<file path="config.mk">
export PLATFORM = sky130hd
export DESIGN_NAME = operand_addr_unit
export DESIGN_NICKNAME = d
export VERILOG_FILES = /design/src/rtl/oau_pkg.sv /design/src/rtl/oau_addr_gen.sv /design/src/rtl/oau_seq.sv /design/src/rtl/operand_addr_unit.sv
export SDC_FILE = /design/constraint.sdc
export NUM_CORES = 1
export LEC_CHECK = 0
export BUFFER_PORTS_ARGS = -buffer_cell sky130_fd_sc_hd__buf_2
export CAP_MARGIN = 20
export CORE_ASPECT_RATIO = 0.75
export CORE_MARGIN = 2
export CORE_UTILIZATION = 56
export CTS_CLUSTER_DIAMETER = 50
export DETAILED_ROUTE_END_ITERATION = 8
export HOLD_SLACK_MARGIN = 0.12
export PLACE_DENSITY_LB_ADDON = 0.2
export SLEW_MARGIN = 20
export SYNTH_ARGS = -nofsm -noshare
export SYNTH_HDL_FRONTEND = slang
export SYNTH_SLANG_ARGS = --single-unit
</file>
<file path="constraint.sdc">
create_clock -name clk -period 5 [get_ports clk]
set_input_delay 0.75 -clock clk [delete_from_list [all_inputs] [get_ports clk]]
set_output_delay 0.75 -clock clk [all_outputs]
set_load 0.1 [all_outputs]
</file>
<file path="src/rtl/oau_pkg.sv">
package oau_pkg;
  localparam int unsigned DW = 32;

  typedef enum logic [2:0] {
    AM_IMM   = 3'd0,
    AM_DIR   = 3'd1,
    AM_MIND  = 3'd2,
    AM_REG   = 3'd3,
    AM_RIND  = 3'd4,
    AM_BASED = 3'd5,
    AM_LEA   = 3'd6,
    AM_REL   = 3'd7
  } amode_e;

  typedef enum logic [1:0] {
    ST_IDLE = 2'd0,
    ST_RD1  = 2'd1,
    ST_RD2  = 2'd2,
    ST_RESP = 2'd3
  } seq_state_e;

  // Wrapping sum used for every address computation
  function automatic logic [DW-1:0] wrap_add(input logic [DW-1:0] a, input logic [DW-1:0] b);
    return a + b;
  endfunction

  // Address for read modes, or final value for modes with no read
  function automatic logic [DW-1:0] first_value(input amode_e m, input logic [DW-1:0] r,
                                                input logic [DW-1:0] d, input logic [DW-1:0] pc);
    case (m)
      AM_IMM, AM_DIR, AM_MIND: return d;
      AM_REG, AM_RIND:         return r;
      AM_BASED, AM_LEA:        return wrap_add(r, d);
      default:                 return wrap_add(pc, d);
    endcase
  endfunction

  function automatic logic mode_reads(input amode_e m);
    return !(m == AM_IMM || m == AM_REG || m == AM_LEA);
  endfunction
endpackage

</file>
<file path="src/rtl/oau_addr_gen.sv">
module oau_addr_gen
  import oau_pkg::*;
#(
  parameter int unsigned W = DW
) (
  input  logic [2:0]   mode,
  input  logic [W-1:0] reg_val,
  input  logic [W-1:0] disp,
  input  logic [W-1:0] pc,
  output logic [W-1:0] value,
  output logic         needs_read,
  output logic         two_reads
);
  amode_e m;

  always_comb begin
    m          = amode_e'(mode);
    value      = first_value(m, reg_val, disp, pc);
    needs_read = mode_reads(m);
    two_reads  = (m == AM_MIND);
  end
endmodule

</file>
<file path="src/rtl/oau_seq.sv">
module oau_seq
  import oau_pkg::*;
#(
  parameter int unsigned W = DW
) (
  input  logic         clk,
  input  logic         rst_n,
  input  logic         start,
  input  logic         needs_read,
  input  logic         two_reads,
  input  logic [W-1:0] value,
  input  logic         mem_rdy,
  input  logic [W-1:0] mem_rdata,
  output logic         idle,
  output logic         mem_req,
  output logic [W-1:0] mem_addr,
  output logic         res_valid,
  output logic [W-1:0] res_data
);
  seq_state_e  state;
  logic [W-1:0] addr_q, data_q;
  logic         two_q;
  logic         rd_done;   // a read handshake completes this cycle
  logic         ptr_step;  // first read of an indirect access finishes

  assign idle      = (state == ST_IDLE);
  assign mem_req   = (state == ST_RD1) || (state == ST_RD2);
  assign mem_addr  = addr_q;
  assign res_valid = (state == ST_RESP);
  assign res_data  = data_q;
  assign rd_done   = mem_req && mem_rdy;
  assign ptr_step  = (state == ST_RD1) && mem_rdy && two_q;

  always_ff @(posedge clk or negedge rst_n) begin
    if (!rst_n) begin
      state  <= ST_IDLE;
      addr_q <= '0;
      data_q <= '0;
      two_q  <= 1'b0;
    end else begin
      case (state)
        ST_IDLE: if (start) begin
          two_q <= two_reads;
          if (needs_read) begin
            addr_q <= value;
            state  <= ST_RD1;
          end else begin
            data_q <= value;
            state  <= ST_RESP;
          end
        end
        ST_RD1: if (mem_rdy) begin
          if (two_q) begin
            addr_q <= mem_rdata;
            state  <= ST_RD2;
          end else begin
            data_q <= mem_rdata;
            state  <= ST_RESP;
          end
        end
        ST_RD2: if (mem_rdy) begin
          data_q <= mem_rdata;
          state  <= ST_RESP;
        end
        default: state <= ST_IDLE;
      endcase
    end
  end

  // address and request held while memory stalls
  p_addr_hold_r11: assert property (@(posedge clk) disable iff (!rst_n)
    (mem_req && !mem_rdy) |=> (mem_req && $stable(mem_addr)));
  // result strobe is a single-cycle pulse
  p_pulse_r10: assert property (@(posedge clk) disable iff (!rst_n)
    res_valid |=> !res_valid);
  // no read traffic while idle
  p_idle_quiet_r9: assert property (@(posedge clk) disable iff (!rst_n)
    idle |-> !mem_req);
  // acceptance makes the unit busy
  p_busy_after_start_r9: assert property (@(posedge clk) disable iff (!rst_n)
    (start && idle) |=> !idle);
  // modes without reads answer in the next cycle
  p_direct_result_r1: assert property (@(posedge clk) disable iff (!rst_n)
    (start && idle && !needs_read) |=> (res_valid && !mem_req));
  // indirect pointer fetch is followed by a second read to the fetched pointer
  p_second_read_r3: assert property (@(posedge clk) disable iff (!rst_n)
    ptr_step |=> (mem_req && mem_addr == $past(mem_rdata)));
  // a completed single read leads straight to the result
  p_read_to_result_r11: assert property (@(posedge clk) disable iff (!rst_n)
    (rd_done && !ptr_step) |=> res_valid);
endmodule

</file>
<file path="src/rtl/operand_addr_unit.sv">
module operand_addr_unit
  import oau_pkg::*;
#(
  parameter int unsigned W = DW
) (
  input  logic         clk,
  input  logic         rst_n,
  input  logic         req_valid,
  input  logic [2:0]   req_mode,
  input  logic [W-1:0] req_reg,
  input  logic [W-1:0] req_disp,
  input  logic [W-1:0] req_pc,
  output logic         idle,
  output logic         mem_req,
  output logic [W-1:0] mem_addr,
  input  logic         mem_rdy,
  input  logic [W-1:0] mem_rdata,
  output logic         res_valid,
  output logic [W-1:0] res_data
);
  logic [W-1:0] gen_value;
  logic         gen_reads, gen_two;
  logic         accept;

  assign accept = req_valid && idle;

  oau_addr_gen #(.W(W)) u_gen (
    .mode       (req_mode),
    .reg_val    (req_reg),
    .disp       (req_disp),
    .pc         (req_pc),
    .value      (gen_value),
    .needs_read (gen_reads),
    .two_reads  (gen_two)
  );

  oau_seq #(.W(W)) u_seq (
    .clk        (clk),
    .rst_n      (rst_n),
    .start      (accept),
    .needs_read (gen_reads),
    .two_reads  (gen_two),
    .value      (gen_value),
    .mem_rdy    (mem_rdy),
    .mem_rdata  (mem_rdata),
    .idle       (idle),
    .mem_req    (mem_req),
    .mem_addr   (mem_addr),
    .res_valid  (res_valid),
    .res_data   (res_data)
  );

  // requests arriving while busy leave the state untouched
  p_busy_ignore_r9: assert property (@(posedge clk) disable iff (!rst_n)
    (req_valid && !idle && !res_valid) |=> !idle);
endmodule

</file>
; After elaboration in Yosys (flattened, before gate mapping)
; Index checks and enable logic that the tools add are counted.
[totals]
inputBits = 135
wordCells = 55
regBits = 67
output_inout_bits = 67
[classes]
add_sub_neg = 2
eq_ne = 16
n_mux = 18
n_reduce_logical = 15
[ops]
columns = cell, count
row1 = $mux W32, 9
row2 = $pmux W32 S3, 2
row3 = $add A32 B32 Y32, 2
row4 = $pmux W32 S2, 1
row5 = $eq A3 B3 Y1 const B, 3
row6 = $mux W2, 4
row7 = $ne A2 B2 Y1 const B, 4
row8 = $eq A3 B2 Y1 const B, 2
row9 = $ne A2 B1 Y1 const B, 3
row10 = $pmux W2 S3, 1
row11 = $reduce_and A6 Y1, 1
row12 = $reduce_and A5 Y1, 1
row13 = $eq A2 B2 Y1 const B, 2
row14 = $reduce_or A2 Y1, 2
row15 = $eq A3 B1 Y1 const B, 1
row16 = $logic_not A3 Y1, 1
row17 = $logic_or A1 B1 Y1, 3
row18 = $reduce_and A3 Y1, 1
row19 = $reduce_bool A3 Y1, 1
row20 = $reduce_or A3 Y1, 1
row21 = $eq A2 B1 Y1 const B, 1
row22 = $logic_not A2 Y1, 1
row23 = $reduce_and A2 Y1, 1
row24 = $reduce_bool A2 Y1, 1
row25 = 2 further kinds, 2

; Depth between registers and ports, before layout
; Gate-level depths: netlist of run 1.
[depth]
word_depth = 6
mapped_depth = 17
depth_no_buf = 14

; Modules after synthesis
; A second synthesis of run 1 with hierarchy kept.
[hier_totals]
cells_unflattened = 650
hier_area_um2 = 6485.0
[by_module_without_submodules]
columns = mod, n_inst, seq_area_each_um2, cells_each, area_each_um2
row1 = oau_seq, 1, 1676.6, 236, 3573.4
row2 = oau_addr_gen, 1, 0.0, 413, 2905.3
row3 = operand_addr_unit, 1, 0.0, 1, 6.3

; Least setup slack after synthesis of run 1
; Ideal clock, no wire load.
[synth_path]
path_kind = input to register
startpoint = input req_mode[1]
endpoint = register u_seq.addr_q[24], in the netlist u_seq.mem_addr[24]
t_arrival_ns = 3.863
slack_ns = 1.008
setup_time_ns = 0.129
cell_stages = 17
path_buffers = 3
required_ns = 4.871
cell_sequence = clkbuf_1 xor2_1 nand2_1 buf_1 mux2_2 ha_1 inv_1 fa_1 nand2b_1 a21oi_1 o21ai_0 a21o_1 o21a_1 buf_2 o311a_1 nand3_1 o21ai_0
[synth_between]
elab_chain_len = 6
elab_cells_between_ends = 18
cone_classes = 7 x eq/ne / 4 x mux / 7 x reduce/logical
[synth_rtl]
columns = element, line_no
row1 = "start, declared", operand_addr_unit.sv:9  ; input logic [2:0] req_mode,
row2 = $eq A3 B1 Y1 (tied with other cells), oau_pkg.sv:30  ; case (m)
row3 = $reduce_or A3 Y1 / $reduce_or A2 Y1 (equally long branches), oau_pkg.sv:30
row4 = $pmux W32 S3, oau_pkg.sv:30
row5 = $mux W32, oau_seq.sv:44  ; if (needs_read) begin
row6 = $mux W32, oau_seq.sv:42  ; ST_IDLE: if (start) begin
row7 = $pmux W32 S2, oau_seq.sv:41  ; case (state)
row8 = "end signal, assigned", oau_seq.sv:45  ; addr_q <= value;
row9 = "end signal, assigned", oau_seq.sv:54  ; addr_q <= mem_rdata;
row10 = "end, declared", oau_seq.sv:21  ; logic [W-1:0] addr_q, data_q;
; Several ways; a longest one is shown, not always the timed one. The select of a mux whose other input is x is not followed.
; A chain may end at the register's enable or synchronous reset.

; Worst setup path in the final report of run 1
[layout_path]
startpoint = input req_mode[0]
endpoint = register u_seq.data_q[28], in the netlist u_seq.res_data[28]
[layout_between]
elab_chain_len = 6
elab_cells_between_ends = 18
cone_classes = 7 x eq/ne / 4 x mux / 7 x reduce/logical
[layout_rtl]
columns = element, line_no
row1 = $eq A3 B1 Y1 (tied with other cells), oau_pkg.sv:30
row2 = $reduce_or A3 Y1 / $reduce_or A2 Y1 (equally long branches), oau_pkg.sv:30
row3 = $pmux W32 S3, oau_pkg.sv:30
row4 = $mux W32, oau_seq.sv:44
row5 = $mux W32, oau_seq.sv:42
row6 = $pmux W32 S3, oau_seq.sv:41
row7 = "end signal, assigned", oau_seq.sv:48  ; data_q <= value;
row8 = "end signal, assigned", oau_seq.sv:57  ; data_q <= mem_rdata;
row9 = "end signal, assigned", oau_seq.sv:62  ; data_q <= mem_rdata;
row10 = "end, declared", oau_seq.sv:21
; Several ways; a longest one is shown, not always the timed one. The select of a mux whose other input is x is not followed.

==> results of run 1 <==
-- logic make-up after synthesis --
kind of cell | after synthesis | synth area share [%]
xor+xnor | 26 | 3.823
simple gates | 214 | 16.26
compound gates | 268 | 27.56
buf+inv | 59 | 3.886
flops | 67 | 28.15
fa+ha+maj | 39 | 8.318
mux | 67 | 12.01
-- placed cells by master, fill, tap and decap left out, types with 5 or more instances in the layout --
cell,count
mux2_2,36
nor2_1,62
a211oi_1,19
ha_1,38
clkbuf_16,9
mux2i_1,31
buf_4,11
nor2b_1,5
and3_1,20
o21a_1,7
inv_1,9
nand2_1,77
nand2b_1,5
a211o_1,6
buf_2,201
a31oi_1,10
xnor2_1,15
dfrtp_1,67
o211ai_1,6
a21o_1,16
nand3_1,8
nor3_1,19
o21ai_0,89
xor2_1,11
a21oi_1,79
-- power by group through the flow --
stage | Clock (mW) | Sequential [mW] | Combinational [mW]
global route | 0.666 | 1.01 | 4.31
floorplan | 0 | 2.74 | 1.46
CTS | 0.646 | 0.982 | 4.05
detailed placement | 0 | 0.985 | 4.02
global placement | 0 | 0.978 | 3.96
finish | 0.643 | 0.987 | 4.07
-- final timing paths --
check | endpoint | slack (ns) | cells after the start
max | u_seq.res_data[28]$_DFFE_PN0P_ | 0.74 | 15
min | u_seq.res_data[22]$_DFFE_PN0P_ | 0.48 | 2
max in group asynchronous | u_seq.res_data[22]$_DFFE_PN0P_ | 3.83 | 2
min in group asynchronous | u_seq.mem_addr[4]$_DFFE_PN0P_ | 0.60 | 2
max reg2reg | u_seq.res_data[14]$_DFFE_PN0P_ | 1.96 | 8
min reg2reg | u_seq.res_data[22]$_DFFE_PN0P_ | 0.48 | 2
-- per-layer routing --
metal | GRT usage, % | share of wire (%)
met2 | 57.04 | 47
met4 | 15.25 | 4.4
met3 | 7.012 | 9.0
met1 | 43.99 | 40
met5 | 0 | 0
-- metrics by stage --
stage / instance area (um2) / total power, mW / util [%]
after floorplan: 5957 / 4.205 / -
after global placement: 7038 / 4.943 / 68.13
after detailed placement: 7038 / 5.009 / 68.13
after CTS: 7340 / 5.674 / 71.05
after global routing: 7342 / 5.989 / 71.08
final: 7342 / 5.702 / 71.08
-- state kept, by name (all words and copies together), names as in the netlist --
| register | cells |
|---|---|
| u_seq.res_data | 32 |
| u_seq.two_q | 1 |
| u_seq.mem_addr | 32 |
| u_seq.state | 2 |
-- cell type report --
type	instances	area, um2
Antenna cell	1	2.502
Clock buffer	12	266.5
Clock inverter	2	35.03
Fill cell	838	2988
Inverter	11	41.29
Multi-Input combinational cell	614	4061
Sequential cell	67	1677
Tap cell	136	170.2
Timing Repair Buffer	212	1089
-- worst min-delay path, stage by stage, from the launching register on --
cell,delay (ns)
dfrtp_1,0.34
nand2_1,0.05
o21ai_0,0.06
==> summary.txt, run 1 <==
Outcome
  • Status: complete, no violations

Floorplan
  • Row cnt: 32
  • Core area: 10330 um2
  • Die area: 11490 um2
  • Initial Utilization: 57.67%
  • Die Y: 93.32 um
  • Io pins: 202
  • Die Width: 123.1 um

Critical path
  • CP cell instances: buf_2 > xor2_1 > nand2_1 > mux2_2 > ha_1 > inv_1 > fa_1 > nand2b_1 > a21oi_1 > o21ai_0 > a21o_1 > o21a_1 > a211oi_1 > o221ai_1 > o21ai_0
  • Crit path max-delay cell type: fa_1
  • CP dominant cell by count: o21ai_0
  • Critical Path RT: 5.24 ns
  • Worst setup startpoint: req_mode[0]
  • Critical path buffers and inverters: 2
  • Crit end category: register
  • Crit-path max FO: 11
  • Critical Path Start Type: input port
  • CP max stage delay: 0.38 ns
  • Critical path type: input port to register
  • Crit-path leading delay family: compound AO/OA/AOI/OAI gates
  • R2R Path Start: u_seq.state[1]$_DFFE_PN0P_
  • Critical path data arrival time: 4.49 ns

Pwr
  • Internal power: 2.080 mW
  • Flop pwr share: 17.3%
  • Sw power: 3.622 mW
  • Sw Ratio: 63.53%
  • Leak Pwr: 3.609 nW
  • Comb power frac: 71.4%
  • Power density cells: 776.6 nW/um2
  • Clock power share: 11.3%
  • IR drop worst, VDD: 1001 uV

Route
  • Drt pass-1 iters: 5
  • Detail Route Antenna Nets: 0
  • Total wire length: 19710 um
  • Post-DR vias/cell: 6.249
  • Via count: 6593
  • Avg WL per Cell: 18.68 um
  • DR iter-0 viols: 784
  • DR DRC count: 0

GRT
  • GRT Resource Usage Total: 34.61%
  • Initial antenna violation count: 1
  • Pin count of the biggest net entering global routing: 68
  • Vias in the first global route: 6262
  • Remaining Overflow, GRT: 0
  • First-pass GRT wire length: 30860 um

Cells and area
  • Final net count: 1089
  • Layout area overhead: 23.25%
  • Cell Count, Final, Fillers Out: 1055
  • Layout cells sized above 1: 29.74%

STA
  • Min Hold Slack: 0.4782 ns
  • Fmax: 234.9 MHz
  • Slew Viols, Final: 0
  • Setup ws final: 0.7433 ns
  • Setup_tns: 0 ns
  • Tcrit/Tclk final: 85.13%
  • Setup Viol. Count Final: 0
  • Fin crit period: 4.257 ns
  • Clock skew: 0.006797 ns
  • Slew headroom: 31.83%
  • RSZ-0062 raised after global routing: no
  • Hold Violations, Final: 0
  • Worst-Margin Slew: 1.020 ns

CTS
  • Root Driver: clkbuf_16
  • Htree depth: 3
  • Max clock buf depth: 2
  • Count of hold buffers inserted by post-cts repair: 0
  • # resized after CTS: 0
  • Postcts setup bufs: 0
  • Clk slew on worst S/H paths: 0.05 ns
  • Clock latency on the worst-skew pair: 0.33 ns
  • CTS Sinks: 67
  • CTS tree: yes
  • CTS Buf Count: 9

Placement
  • Final HPWL DP: 14990 um
  • Pre-CTS setup slack: 0.5167 ns
  • Port buffer count: 201
  • Inst Count DP: 1040
  • Placer Congestion: 1.013

Yosys
  • Register area share after synthesis: 28.15%
  • #FFs+latches synth: 67
  • Post-Synthesis Cells: 740
  • Mapped Nets: 914
  • Count leader, synth: o21ai_0
  • Top area cells in the synthesized netlist: dfrtp_1 (28%), ha_1 (8.0%), o21ai_0 (7.5%), mux2_2 (6.8%), a21oi_1 (6.6%)
  • Synth cell count leaders: o21ai_0 (89), a21oi_1 (79), nand2_1 (77)
  • Syn Area/Cell: 8.050 um2
  • EDFF count, synth: 0
  • Distinct cells, synth: 60
  • Top cell type's share of synthesized area: 28.15%
  • Leading area contributor after synthesis: dfrtp_1
  • Syn. warnings: 0
  • Mapped cell area: 5957 um2
  • Share of synthesized registers carrying an async set or reset: 100.0%
  • Top FF cell, synth: dfrtp_1

Flow run
  • Max_cap viols: 0

Worst hold path
  • Hold Crit Start: u_seq.res_data[22]$_DFFE_PN0P_
  • HP Class: register to register
Note: power is estimated with default switching activity, not from simulation.
==> run 2, diff against run 1 <==
--- a/config.mk
+++ b/config.mk
@@ -9,7 +9,7 @@
 export CAP_MARGIN = 20
 export CORE_ASPECT_RATIO = 0.75
 export CORE_MARGIN = 2
-export CORE_UTILIZATION = 56
+export CORE_UTILIZATION = 25
 export CTS_CLUSTER_DIAMETER = 50
 export DETAILED_ROUTE_END_ITERATION = 8
 export HOLD_SLACK_MARGIN = 0.12
@@ -17,4 +17,5 @@
 export SLEW_MARGIN = 20
 export SYNTH_ARGS = -nofsm -noshare
 export SYNTH_HDL_FRONTEND = slang
+export SYNTH_HIERARCHICAL = 1
 export SYNTH_SLANG_ARGS = --single-unit
==> run 2 against run 1 <==
  * Critical path depth unchanged
  * Clock skew is 0.0024 ns lower
  * First-iteration DRC count is 58% lower
  * Die area increased by 140%
  * Worst setup slack worse by 0.17 ns
  * Global-route usage is 19 points lower
  * Combinational power up 15%
  * Fmax shrank 3.9%
  * Non-clock buffer count is 2 higher
  * Final cell count rose by 12%
  * Hold slack got worse by 0.014 ns
  * Sequential power barely moved
==> summary.txt, run 2 <==
Outcome
  • Status: complete, no violations (unchanged)

CTS
  • CTS Buf Count: 9 (unchanged)
  • CTS tree: yes (unchanged)
  • Max clock buf depth: 2 (unchanged)
  • Postcts setup bufs: 0 (unchanged)
  • Htree depth: 3 (unchanged)
  • Root Driver: clkbuf_16 (unchanged)
  • Clock latency on the worst-skew pair: 0.34 ns (was 0.33 ns)
  • CTS Sinks: 67 (unchanged)
  • Count of hold buffers inserted by post-cts repair: 0 (unchanged)
  • Clk slew on worst S/H paths: 0.05 ns (about the same)
  • # resized after CTS: 0 (unchanged)

Pwr
  • Comb power frac: 74.0% (was 71.4%)
  • Clock power share: 10.1% (was 11.3%)
  • IR drop worst, VDD: 780.6 uV (was 1001 uV)
  • Sw power: 3.631 mW (was 3.622 mW)
  • Sw Ratio: 57.33% (was 63.53%)
  • Power density cells: 777.5 nW/um2 (was 776.6 nW/um2)
  • Internal power: 2.703 mW (was 2.080 mW)
  • Leak Pwr: 3.771 nW (was 3.609 nW)
  • Flop pwr share: 15.9% (was 17.3%)

Flow run
  • Max_cap viols: 0 (unchanged)

Yosys
  • Count leader, synth: mux2_2 (was o21ai_0)
  • EDFF count, synth: 0 (unchanged)
  • Register area share after synthesis: 25.85% (was 28.15%)
  • Top area cells in the synthesized netlist: dfrtp_1 (26%), mux2_2 (23%), ha_1 (7.3%), mux2_4 (6.9%), mux2i_1 (3.7%) (was dfrtp_1 (28%), ha_1 (8.0%), o21ai_0 (7.5%), mux2_2 (6.8%), a21oi_1 (6.6%))
  • Share of synthesized registers carrying an async set or reset: 100.0% (unchanged)
  • Post-Synthesis Cells: 650 (was 740)
  • #FFs+latches synth: 67 (unchanged)
  • Mapped cell area: 6485 um2 (was 5957 um2)
  • Top cell type's share of synthesized area: 25.85% (was 28.15%)
  • Distinct cells, synth: 63 (was 60)
  • Top FF cell, synth: dfrtp_1 (unchanged)
  • Leading area contributor after synthesis: dfrtp_1 (unchanged)
  • Synth cell count leaders: mux2_2 (133), dfrtp_1 (67), nand2_1 (47) (was o21ai_0 (89), a21oi_1 (79), nand2_1 (77))
  • Mapped Nets: 824 (was 914)
  • Syn Area/Cell: 9.977 um2 (was 8.050 um2)
  • Syn. warnings: 6 (was 0)

Cells and area
  • Most frequent cells in the layout: buf_2 (201), mux2_2 (133), dfrtp_1 (67) (was buf_2 (201), o21ai_0 (89), a21oi_1 (79))
  • Fill cells: 2695 (was 838)
  • Final net count: 1000 (was 1089)
  • Cell area after layout: 8147 um2 (was 7342 um2)
  • Layout area overhead: 25.62% (was 23.25%)
  • Commonest non-fill, non-tap cell in the layout: buf_2 (unchanged)
  • Layout cells sized above 1: 48.67% (was 29.74%)

STA
  • RSZ-0062 raised after global routing: no (unchanged)
  • Clock skew: 0.004391 ns (was 0.006797 ns)
  • Setup_tns: 0 ns (unchanged)
  • Fmax: 225.9 MHz (was 234.9 MHz)
  • Setup Viol. Count Final: 0 (unchanged)
  • Slew headroom: 42.73% (was 31.83%)
  • Fin crit period: 4.428 ns (was 4.257 ns)
  • Tcrit/Tclk final: 88.55% (was 85.13%)
  • Hold Violations, Final: 0 (unchanged)
  • Slew Viols, Final: 0 (unchanged)
  • Worst-Margin Slew: 0.8591 ns (was 1.020 ns)

Critical path
  • Crit-path max FO: 13 (was 11)
  • Reg2reg end: u_seq/mem_addr[8]$_DFFE_PN0P_ (was u_seq.res_data[14]$_DFFE_PN0P_)
  • CP max stage delay: 0.39 ns (was 0.38 ns)
  • Flop2flop setup slack: 2.25 ns (was 1.96 ns)
  • R2R Path Start: u_seq/state[0]$_DFFE_PN0P_ (was u_seq.state[1]$_DFFE_PN0P_)
  • CP dominant cell by count: mux2_2 (was o21ai_0)
  • Reg2Reg Depth: 7 (was 8)
  • CP cell instances: buf_2 > xor2_1 > nand2_1 > buf_12 > mux2_2 > ha_1 > a21o_1 > a211oi_1 > o311ai_0 > o211ai_1 > o311ai_1 > a31o_2 > o311a_1 > mux2_2 > mux2_4 (was buf_2 > xor2_1 > nand2_1 > mux2_2 > ha_1 > inv_1 > fa_1 > nand2b_1 > a21oi_1 > o21ai_0 > a21o_1 > o21a_1 > a211oi_1 > o221ai_1 > o21ai_0)
  • Critical Path RT: 5.22 ns (was 5.24 ns)
  • Crit path max-delay cell type: ha_1 (was fa_1)
  • Critical Path Start Type: input port (unchanged)
  • Crit end category: register (unchanged)
  • Critical path data arrival time: 4.65 ns (was 4.49 ns)
  • Critical path type: input port to register (unchanged)

GRT
  • Initial antenna violation count: 4 (was 1)
  • Vias in the first global route: 5529 (was 6262)
  • First-pass GRT wire length: 33090 um (was 30860 um)
  • Pin count of the biggest net entering global routing: 45 (was 68)
  • Remaining Overflow, GRT: 0 (unchanged)
  • GRT Resource Usage Total: 15.93% (was 34.61%)

Worst hold path
  • HP Class: input port to async pin (was register to register)

Route
  • Total wire length: 21730 um (was 19710 um)
  • Avg WL per Cell: 18.46 um (was 18.68 um)
  • Post-DR vias/cell: 4.797 (was 6.249)
  • DR iter-0 viols: 333 (was 784)
  • Top sig layer: met5 (was met4)
  • DR DRC count: 0 (unchanged)
  • Met2 wire length: 8888 um (was 9193 um)
  • Wire length on met1: 10900 um (was 7862 um)
  • Via count: 5646 (was 6593)
  • Met3 wire length: 1693 um (was 1772 um)
  • Drt pass-1 iters: 4 (was 5)
  • Detail Route Antenna Nets: 0 (unchanged)

Floorplan
  • Die Y: 143.5 um (was 93.32 um)
  • Initial Utilization: 25.22% (was 57.67%)
  • Core area: 25720 um2 (was 10330 um2)
  • Row cnt: 51 (was 32)
  • Die area: 27260 um2 (was 11490 um2)
  • Io pins: 202 (unchanged)
  • Die Width: 190.0 um (was 123.1 um)

Placement
  • Final HPWL DP: 17620 um (was 14990 um)
  • Port buffer count: 201 (unchanged)
  • Area after DPL: 7844 um2 (was 7038 um2)
  • Placer Congestion: 0.8506 (was 1.013)
-- run 2: stage by stage --
stage          cells  hold WS [ns]  utilization, %  power [mW]  setup slack, ns
4_1_cts         1174        0.4790           31.65       6.401           0.5974
6_report        1177        0.4646           31.68       6.334           0.5723
5_1_grt         1174        0.5051           31.65       6.655           0.3262
3_3_place_gp    1159        0.4880           30.50       5.735           0.2712
2_1_floorplan    650        0.4544               -       4.935           0.3554
3_5_place_dp    1159        0.4842           30.50       5.724           0.2457
-- run 2: worst max-delay path by stage --
| stage | from | to | slack [ns] |
|---|---|---|---|
| 2_1_floorplan | req_mode[0] | u_seq/res_data[28]$_DFFE_PN0P_ | 0.36 |
| 3_3_place_gp | req_mode[1] | u_seq/res_data[20]$_DFFE_PN0P_ | 0.27 |
| 3_5_place_dp | req_mode[1] | u_seq/res_data[20]$_DFFE_PN0P_ | 0.25 |
| 4_1_cts | req_mode[1] | u_seq/res_data[20]$_DFFE_PN0P_ | 0.60 |
| 5_1_grt | req_mode[1] | u_seq/mem_addr[22]$_DFFE_PN0P_ | 0.33 |
| 6_report | req_mode[1] | u_seq/res_data[28]$_DFFE_PN0P_ | 0.57 |
-- run 2: critical path: cells and delay by family --
kind / cells / cell delay [ns]
xor gates and xnor gates: 1 / 0.17
muxes: 3 / 0.89
buffers and inverters: 2 / 0.34
and+or+nand+nor: 1 / 0.26
adders and majority gates: 1 / 0.39
AOI/OAI and AO/OA: 7 / 1.82
-- run 2: final cells by class --
class | count | area, um2 | area share (%)
clock buffers | 13 | 260.3 | 3.195
inverters | 10 | 37.54 | 0.4608
repair buffers | 214 | 1141 | 14.01
clock inverters | 2 | 35.03 | 0.4300
flip-flops and latches | 67 | 1677 | 20.58
diodes | 3 | 7.507 | 0.09215
well taps | 344 | 430.4 | 5.283
multi-input cells | 524 | 4558 | 55.95
-- run 2: cell families (layout without fill, tap and decap cells) --
family | count (synthesis) | count (layout) | synth area share (%)
XOR/XNOR | 25 | 25 | 3.376
AND/OR/NAND/NOR | 126 | 126 | 9.590
buffers and inverters | 59 | 239 | 4.225
other | 0 | 3 | 0
multiplexers | 188 | 188 | 33.92
adder cells (fa/ha/maj) | 39 | 39 | 7.640
flip-flops | 67 | 67 | 25.85
AO/OA/AOI/OAI | 146 | 146 | 15.40
-- run 2: power by group through the flow --
stage          Clock, mW  Combinational [mW]  Sequential (mW)
6_report           0.643                4.69             1.00
5_1_grt            0.691                4.92             1.04
4_1_cts            0.667                4.72             1.01
3_5_place_dp           0                4.71             1.01
3_3_place_gp           0                4.72             1.01
2_1_floorplan          0                2.01             2.93
-- run 2: metal layers --
layer | global-route usage (%) | vias up
met3 | 4.274 | 15
li1 | - | 2776
met5 | 0 | -
met2 | 23.53 | 197
met4 | 2.366 | 4
met1 | 23.41 | 2654
